`src/rtl/cardslot_pkg.sv`:
```
package cardslot_pkg;
  localparam int          DATA_W      = 32;
  localparam logic [31:0] ID_WORD     = 32'h4103_4003;
  localparam logic [31:0] DECODE_WORD = 32'h0000_0011;
  localparam int          WP_BIT      = 0;
  localparam int          CD_BIT      = 3;

  typedef enum logic [1:0] {
    OFS_ID   = 2'd0,
    OFS_PROG = 2'd1,
    OFS_STAT = 2'd2,
    OFS_DEC  = 2'd3
  } ofs_e;

  typedef struct packed {
    logic cd;
    logic wp;
  } slot_t;
endpackage

```
`src/rtl/cardslot_sync.sv`:
```
module cardslot_sync #(
  parameter int WIDTH  = 2,
  parameter int STAGES = 2
) (
  input  logic             clk,
  input  logic             rst_n,
  input  logic [WIDTH-1:0] d_i,
  output logic [WIDTH-1:0] q_o
);
  logic [WIDTH-1:0] stg_q [STAGES];

  generate
    for (genvar g = 0; g < STAGES; g++) begin : g_stage
      logic [WIDTH-1:0] stg_d;
      if (g == 0) begin : g_first
        assign stg_d = d_i;
      end else begin : g_rest
        assign stg_d = stg_q[g-1];
      end
      always_ff @(posedge clk or negedge rst_n) begin
        if (!rst_n) stg_q[g] <= '0;
        else        stg_q[g] <= stg_d;
      end
    end
  endgenerate

  assign q_o = stg_q[STAGES-1];
endmodule

```
`src/rtl/cardslot_latch.sv`:
```
module cardslot_latch (
  input  logic clk,
  input  logic rst_n,
  input  logic set_i,
  input  logic clr_i,
  output logic flag_o
);
  logic flag_q, flag_d, flag_en;

  always_comb begin
    flag_en = set_i | clr_i;
    flag_d  = set_i;  // set has priority over a clear in the same cycle
  end

  always_ff @(posedge clk or negedge rst_n) begin
    if (!rst_n)       flag_q <= 1'b0;
    else if (flag_en) flag_q <= flag_d;
  end

  assign flag_o = flag_q;
endmodule

```
`src/rtl/cardslot_regs.sv`:
```
module cardslot_regs
  import cardslot_pkg::*;
#(
  parameter int ADDR_W = 4
) (
  input  logic              clk,
  input  logic              rst_n,
  input  logic              acc_en_i,
  input  logic              acc_wr_i,
  input  logic [ADDR_W-1:0] acc_addr_i,
  input  logic [DATA_W-1:0] acc_wdata_i,
  input  slot_t             slot_s_i,
  input  logic              flag_i,
  output logic              clr_o,
  output logic [DATA_W-1:0] rdata_o,
  output logic              err_o
);
  localparam logic [ADDR_W-1:0] LAST_OFS = ADDR_W'(OFS_DEC);

  logic              in_range;
  ofs_e              ofs;
  logic [DATA_W-1:0] stat_word, rd_mux;
  logic [DATA_W-1:0] rdata_q, rdata_d;
  logic              rdata_en;
  logic              err_q, err_d;

  always_comb begin
    in_range  = (acc_addr_i <= LAST_OFS);
    ofs       = ofs_e'(acc_addr_i[1:0]);
    stat_word = '0;
    stat_word[WP_BIT] = slot_s_i.wp;
    stat_word[CD_BIT] = flag_i;
    rd_mux = '0;
    if (in_range) begin
      unique case (ofs)
        OFS_ID:   rd_mux = ID_WORD;
        OFS_PROG: rd_mux = '0;
        OFS_STAT: rd_mux = stat_word;
        OFS_DEC:  rd_mux = DECODE_WORD;
        default:  rd_mux = '0;
      endcase
    end
    clr_o    = acc_en_i & acc_wr_i & in_range & (ofs == OFS_STAT) & acc_wdata_i[CD_BIT];
    rdata_en = acc_en_i & ~acc_wr_i;
    rdata_d  = rd_mux;
    err_d    = acc_en_i & ~in_range;
  end

  always_ff @(posedge clk or negedge rst_n) begin
    if (!rst_n) begin
      rdata_q <= '0;
      err_q   <= 1'b0;
    end else begin
      if (rdata_en) rdata_q <= rdata_d;
      err_q <= err_d;
    end
  end

  assign rdata_o = rdata_q;
  assign err_o   = err_q;
endmodule

```
`src/rtl/cardslot_ctrl.sv`:
```
module cardslot_ctrl
  import cardslot_pkg::*;
#(
  parameter int ADDR_W      = 4,
  parameter int SYNC_STAGES = 2
) (
  input  logic              clk,
  input  logic              rst_n,
  input  logic              bus_en_i,
  input  logic              bus_wr_i,
  input  logic [ADDR_W-1:0] bus_addr_i,
  input  logic [31:0]       bus_wdata_i,
  output logic [31:0]       bus_rdata_o,
  output logic              bus_err_o,
  input  logic              wp_lvl_i,
  input  logic              cd_lvl_i,
  output logic              irq_o
);
  localparam int SLOT_W = $bits(slot_t);

  logic  [1:0] rst_sync_q;
  logic        rst_int_n;
  slot_t       slot_raw, slot_s;
  logic        flag, clr;

  // asynchronous assertion, synchronous release
  always_ff @(posedge clk or negedge rst_n) begin
    if (!rst_n) rst_sync_q <= 2'b00;
    else        rst_sync_q <= {rst_sync_q[0], 1'b1};
  end
  assign rst_int_n = rst_sync_q[1];

  assign slot_raw.wp = wp_lvl_i;
  assign slot_raw.cd = cd_lvl_i;

  cardslot_sync #(.WIDTH(SLOT_W), .STAGES(SYNC_STAGES)) u_sync (
    .clk   (clk),
    .rst_n (rst_int_n),
    .d_i   (slot_raw),
    .q_o   (slot_s)
  );

  cardslot_latch u_latch (
    .clk    (clk),
    .rst_n  (rst_int_n),
    .set_i  (slot_s.cd),
    .clr_i  (clr),
    .flag_o (flag)
  );

  cardslot_regs #(.ADDR_W(ADDR_W)) u_regs (
    .clk         (clk),
    .rst_n       (rst_int_n),
    .acc_en_i    (bus_en_i),
    .acc_wr_i    (bus_wr_i),
    .acc_addr_i  (bus_addr_i),
    .acc_wdata_i (bus_wdata_i),
    .slot_s_i    (slot_s),
    .flag_i      (flag),
    .clr_o       (clr),
    .rdata_o     (bus_rdata_o),
    .err_o       (bus_err_o)
  );

  assign irq_o = flag;
endmodule

```
`config.mk`:
```
export PLATFORM = sky130hd
export DESIGN_NAME = cardslot_ctrl
export DESIGN_NICKNAME = d
export VERILOG_FILES = /design/src/rtl/cardslot_pkg.sv /design/src/rtl/cardslot_sync.sv /design/src/rtl/cardslot_latch.sv /design/src/rtl/cardslot_regs.sv /design/src/rtl/cardslot_ctrl.sv
export SDC_FILE = /design/constraint.sdc
export NUM_CORES = 1
export LEC_CHECK = 0
export ABC_AREA = 1
export CAP_MARGIN = 20
export CELL_PAD_IN_SITES_DETAIL_PLACEMENT = 1
export CELL_PAD_IN_SITES_GLOBAL_PLACEMENT = 2
export CORE_ASPECT_RATIO = 1.1
export CORE_MARGIN = 2
export CORE_UTILIZATION = 27
export DETAILED_ROUTE_END_ITERATION = 16
export DONT_BUFFER_PORTS = 1
export GPL_TIMING_DRIVEN = 0
export PLACE_DENSITY_LB_ADDON = 0.1
export SLEW_MARGIN = 20
export SYNTH_ARGS = -nofsm -noshare
export SYNTH_HDL_FRONTEND = slang
export SYNTH_SLANG_ARGS = --single-unit
```
`constraint.sdc`:
```
create_clock -name clk -period 0.8 [get_ports clk]
set_input_delay 0.16 -clock clk [delete_from_list [all_inputs] [get_ports clk]]
set_output_delay 0.16 -clock clk [all_outputs]
set_load 0.05 [all_outputs]
```
Word level (Yosys, flattened, before mapping)
Cells that the tools add are included.

Register bits after elaboration: 40. Input bits: 42. Output and inout bits: 34. Logic and storage cells: 22.

$lt $le $gt $ge: 1. Equal/unequal tests: 3. Muxes and demuxes: 2. Bitwise logic cells: 9. Reductions and logical operators: 1.

Operator list (number): case mux 32 bit (4 select lines) (1); two-way mux 32 bit (1); bitwise AND 1 bit (6); == test 2 bit (second input constant) (2); less-or-equal comparator 4 x 2 -> 1 bit (second input constant) (1); == test 2 x 1 -> 1 bit (second input constant) (1); zero test 2 bit (1); NOT 1 bit (2); bitwise OR 1 bit (1).

Depth between registers and ports, before layout
Word-level depth: 5. Depth in mapped cells: 6. Mapped depth without buffers: 6.

Modules after synthesis
From an unflattened synthesis, not the netlist that was laid out.

Cell total of the unflattened synthesis: 77. Area, all modules: 674.4 sq um.

Modules (own cells, without submodules): cardslot_regs (times used 1, cells an instance 65, area an instance 480.5 sq um, seq. area each 125.1 sq um); cardslot_sync (times used 1, cells an instance 4, area an instance 100.1 sq um, seq. area each 100.1 sq um); cardslot_ctrl (times used 1, cells an instance 3, area an instance 53.8 sq um, seq. area each 50.0 sq um); cardslot_latch (times used 1, cells an instance 5, area an instance 40.0 sq um, seq. area each 25.0 sq um).

Least setup slack after synthesis
No wires, ideal clock.

Path kind: reg2out. From: reg, netlist name u_regs.rdata_o[24]. To: out bus_rdata_o[14]. Arrival: 0.977 ns. Data required time: 0.640 ns. Setup slack: -0.337 ns. Stages on the path, launching flop included: 2. Path buffers: 1. Cell sequence: dfrtp_1 > buf_4.

RTL lines: end, declared (RTL line cardslot_ctrl.sv:13) `output logic [31:0] bus_rdata_o,`.

==> impl_metrics.ini <==
[outcome]
status = complete, but fails checks
violations = setup timing

[drt]
postRouteAntennaNets = 0
avgRoutedWirePerCell_um = 8.47
drtIter0Drc = 0
avgViaCountPerCell = 3.39
vias = 464
wl_mm = 1.16
first_pass_iters = 1
drc = 0

[synthesis]
ys_seq_elements = 12
synthCells = 77
netlist_area_um2 = 664
synthFlopType = dfrtp_1
synthArstFlopShare = 1.00
synth_top_cell_by_area = dfrtp_1
yosysSeqAreaShare = 0.452
yosysWarnings = 0
avgSynthCellArea_um2 = 8.63
netlist.area_leader.share = 0.452
synth.area.top_cells = dfrtp_1, buf_4, nand2_1
synthTopCellsByCount = buf_4, nand2_1, dfrtp_1
yosys.cell_count.top_type = buf_4
synth-edff-count = 0
synth_cell_types = 12

[timing]
whs_ns = 0.0275
final.setup.tns_ns = -3.22
hold_violations = 0
finalClockSkew_ns = 0.00534
period_needed_ns = 1.23
setup_slack_ns = -0.426
period_share = 1.53
rsz0062_at_grt = yes
slew_viol_final = 0
fmax_mhz = 816
setup_viol_count_final = 13

[clock_network]
clk_pin_slew_ns = 0.08
postCtsSetupBuffers = 0
cts_inserted_buffers = 3
h-tree-depth = 1
clock_sinks = 12
cts-root-buf = clkbuf_4
cts_tree = yes
clk_path_buf_depth = 2
clkLatencyLatePin_ns = 0.27

[die]
core-area_um2 = 2300
io_pins = 76
die-area_um2 = 2870
die_w_um = 51.3
rows = 18
die_h_um = 56.0
start_util = 0.289

[placed_design]
gp_congestion = 0.738
dp_slack_ns = -0.128
io_buffers = 0
dp.cells = 129
placed_area_um2 = 812
hpwl_um = 976

[final_layout]
multi_input_area_um2 = 223
fin_util = 0.394
n_antenna_cell = 0
final_area_um2 = 906
layout-drive-gt1-share = 0.430
areaGrowthSynthToFinish_pct = 36.3
instances_no_fill = 137
fin_nets = 150
fillerInstances = 290
seq_area_um2 = 310

[grt]
grt_max_degree = 11
grt_usage = 0.0826
grt_pass1_wl_mm = 1.70
antenna_found_initial = 0
grt_overflow_total = 0
first_global_vias = 399

[critical_path]
crit_family = flip-flops
cp_cell_sequence = buf_6
start_kind = flop
cp.required_ns = 0.64
criticalPathCategory = reg2out
crit_buf_inv = 1
cp-end-kind = primary output
cp.arrival_ns = 1.07
crit_path_max_incr_delay_ns = 0.60
cp_slowest_cell = dfrtp_4
crit_fanout = 7

[run]
cap_violations = 0

[power]
pwr-share-clk = 0.288
sw_frac_of_total = 0.369
seqPwrFrac = 0.433
pwr-share-comb = 0.279
power_mw = 1.66
p_sw_uw = 613
pwr_density_cell_nw_per_um2 = 1830
internal_power_mw = 1.05
static-leakage-power_nw = 0.517
peakVddDrop_uv = 1050

[worst_hold_path]
hold_class = in2reg
[cell families after synthesis]
group                  count (synthesis)  synth area share
buffers and inverters                 36             0.362
and+or+nand+nor                       24             0.153
DFF                                   12             0.452
AOI/OAI and AO/OA                      3            0.0226
other                                  2            0.0113
[layout make-up]
cell class,instances,area share
Sequential cell,12,0.343
Buffer,28,0.253
Multi-Input combinational cell,51,0.246
Timing Repair Buffer,4,0.0442
Tap cell,30,0.0414
Clock buffer,4,0.0401
Inverter,8,0.0331
[per-layer routing]
| layer | track usage | vias up | share of wire |
|---|---|---|---|
| li1 | - | 232 | - |
| met1 | 0.0681 | 207 | 0.32 |
| met2 | 0.145 | 25 | 0.55 |
| met3 | 0.0618 | 0 | 0.12 |
| met4 | 0.0338 | 0 | 0 |
| met5 | 0 | - | 0 |
[final timing paths]
check / from / end / slack [ns] / cells past startpoint
max: u_regs.rdata_o[24] / bus_rdata_o[17] / -0.43 / 1
max in group asynchronous: rst_sync_q[1] / u_regs.rdata_o[24] / 0.32 / 0
max reg2reg: u_regs.rdata_o[24] / u_regs.rdata_o[24] / -0.05 / 2
min: bus_addr_i[0] / u_regs.rdata_o[4] / 0.03 / 2
min in group asynchronous: rst_n / rst_sync_q[0] / 0.12 / 1
min reg2reg: rst_sync_q[1] / u_regs.rdata_o[24] / 0.16 / 0
[power by group through the flow]
| stage | Sequential [mW] | Combinational (mW) | Clock, mW |
|---|---|---|---|
| 2_1_floorplan | 0.723 | 0.428 | 0 |
| 3_3_place_gp | 0.730 | 0.437 | 0 |
| 3_5_place_dp | 0.732 | 0.438 | 0 |
| 4_1_cts | 0.720 | 0.455 | 0.505 |
| 5_1_grt | 0.724 | 0.486 | 0.540 |
| 6_report | 0.718 | 0.463 | 0.478 |
[flip-flops by register name, indices dropped and copies added (netlist names)]
signal	cells
rst_sync_q	2
u_latch.flag_o	1
u_regs.rdata_o	4
u_sync.g_stage.stg_d	2
u_sync.q_o	2
u_regs.err_o	1
[cell usage in the layout, fill, tap and decap left out]
| cell type | instances |
|---|---|
| conb_1 | 24 |
| buf_4 | 23 |
| nand2_1 | 13 |
| inv_1 | 6 |
| dfrtp_1 | 6 |
| nor2_1 | 5 |
| buf_6 | 5 |
| dfrtp_2 | 5 |
| dlygate4sd3_1 | 4 |
| nand2_2 | 3 |
| clkbuf_4 | 3 |
| inv_2 | 2 |
| o21ai_1 | 2 |
| nand2_4 | 1 |
| o21ai_2 | 1 |
| nand3_2 | 1 |
| or2_1 | 1 |
| clkbuf_8 | 1 |
| dfrtp_4 | 1 |
[repair_timing]
item | 4_1_cts | 5_1_grt
endpoints found under the setup margin | 13 | 16
pin swaps | 1 | 5
resized for setup | 2 | 5
hold buffers | 4 | 0
gates cloned | 0 | 0
endpoints found under the hold margin | 5 | 0
(Power assumes the default switching activity.)
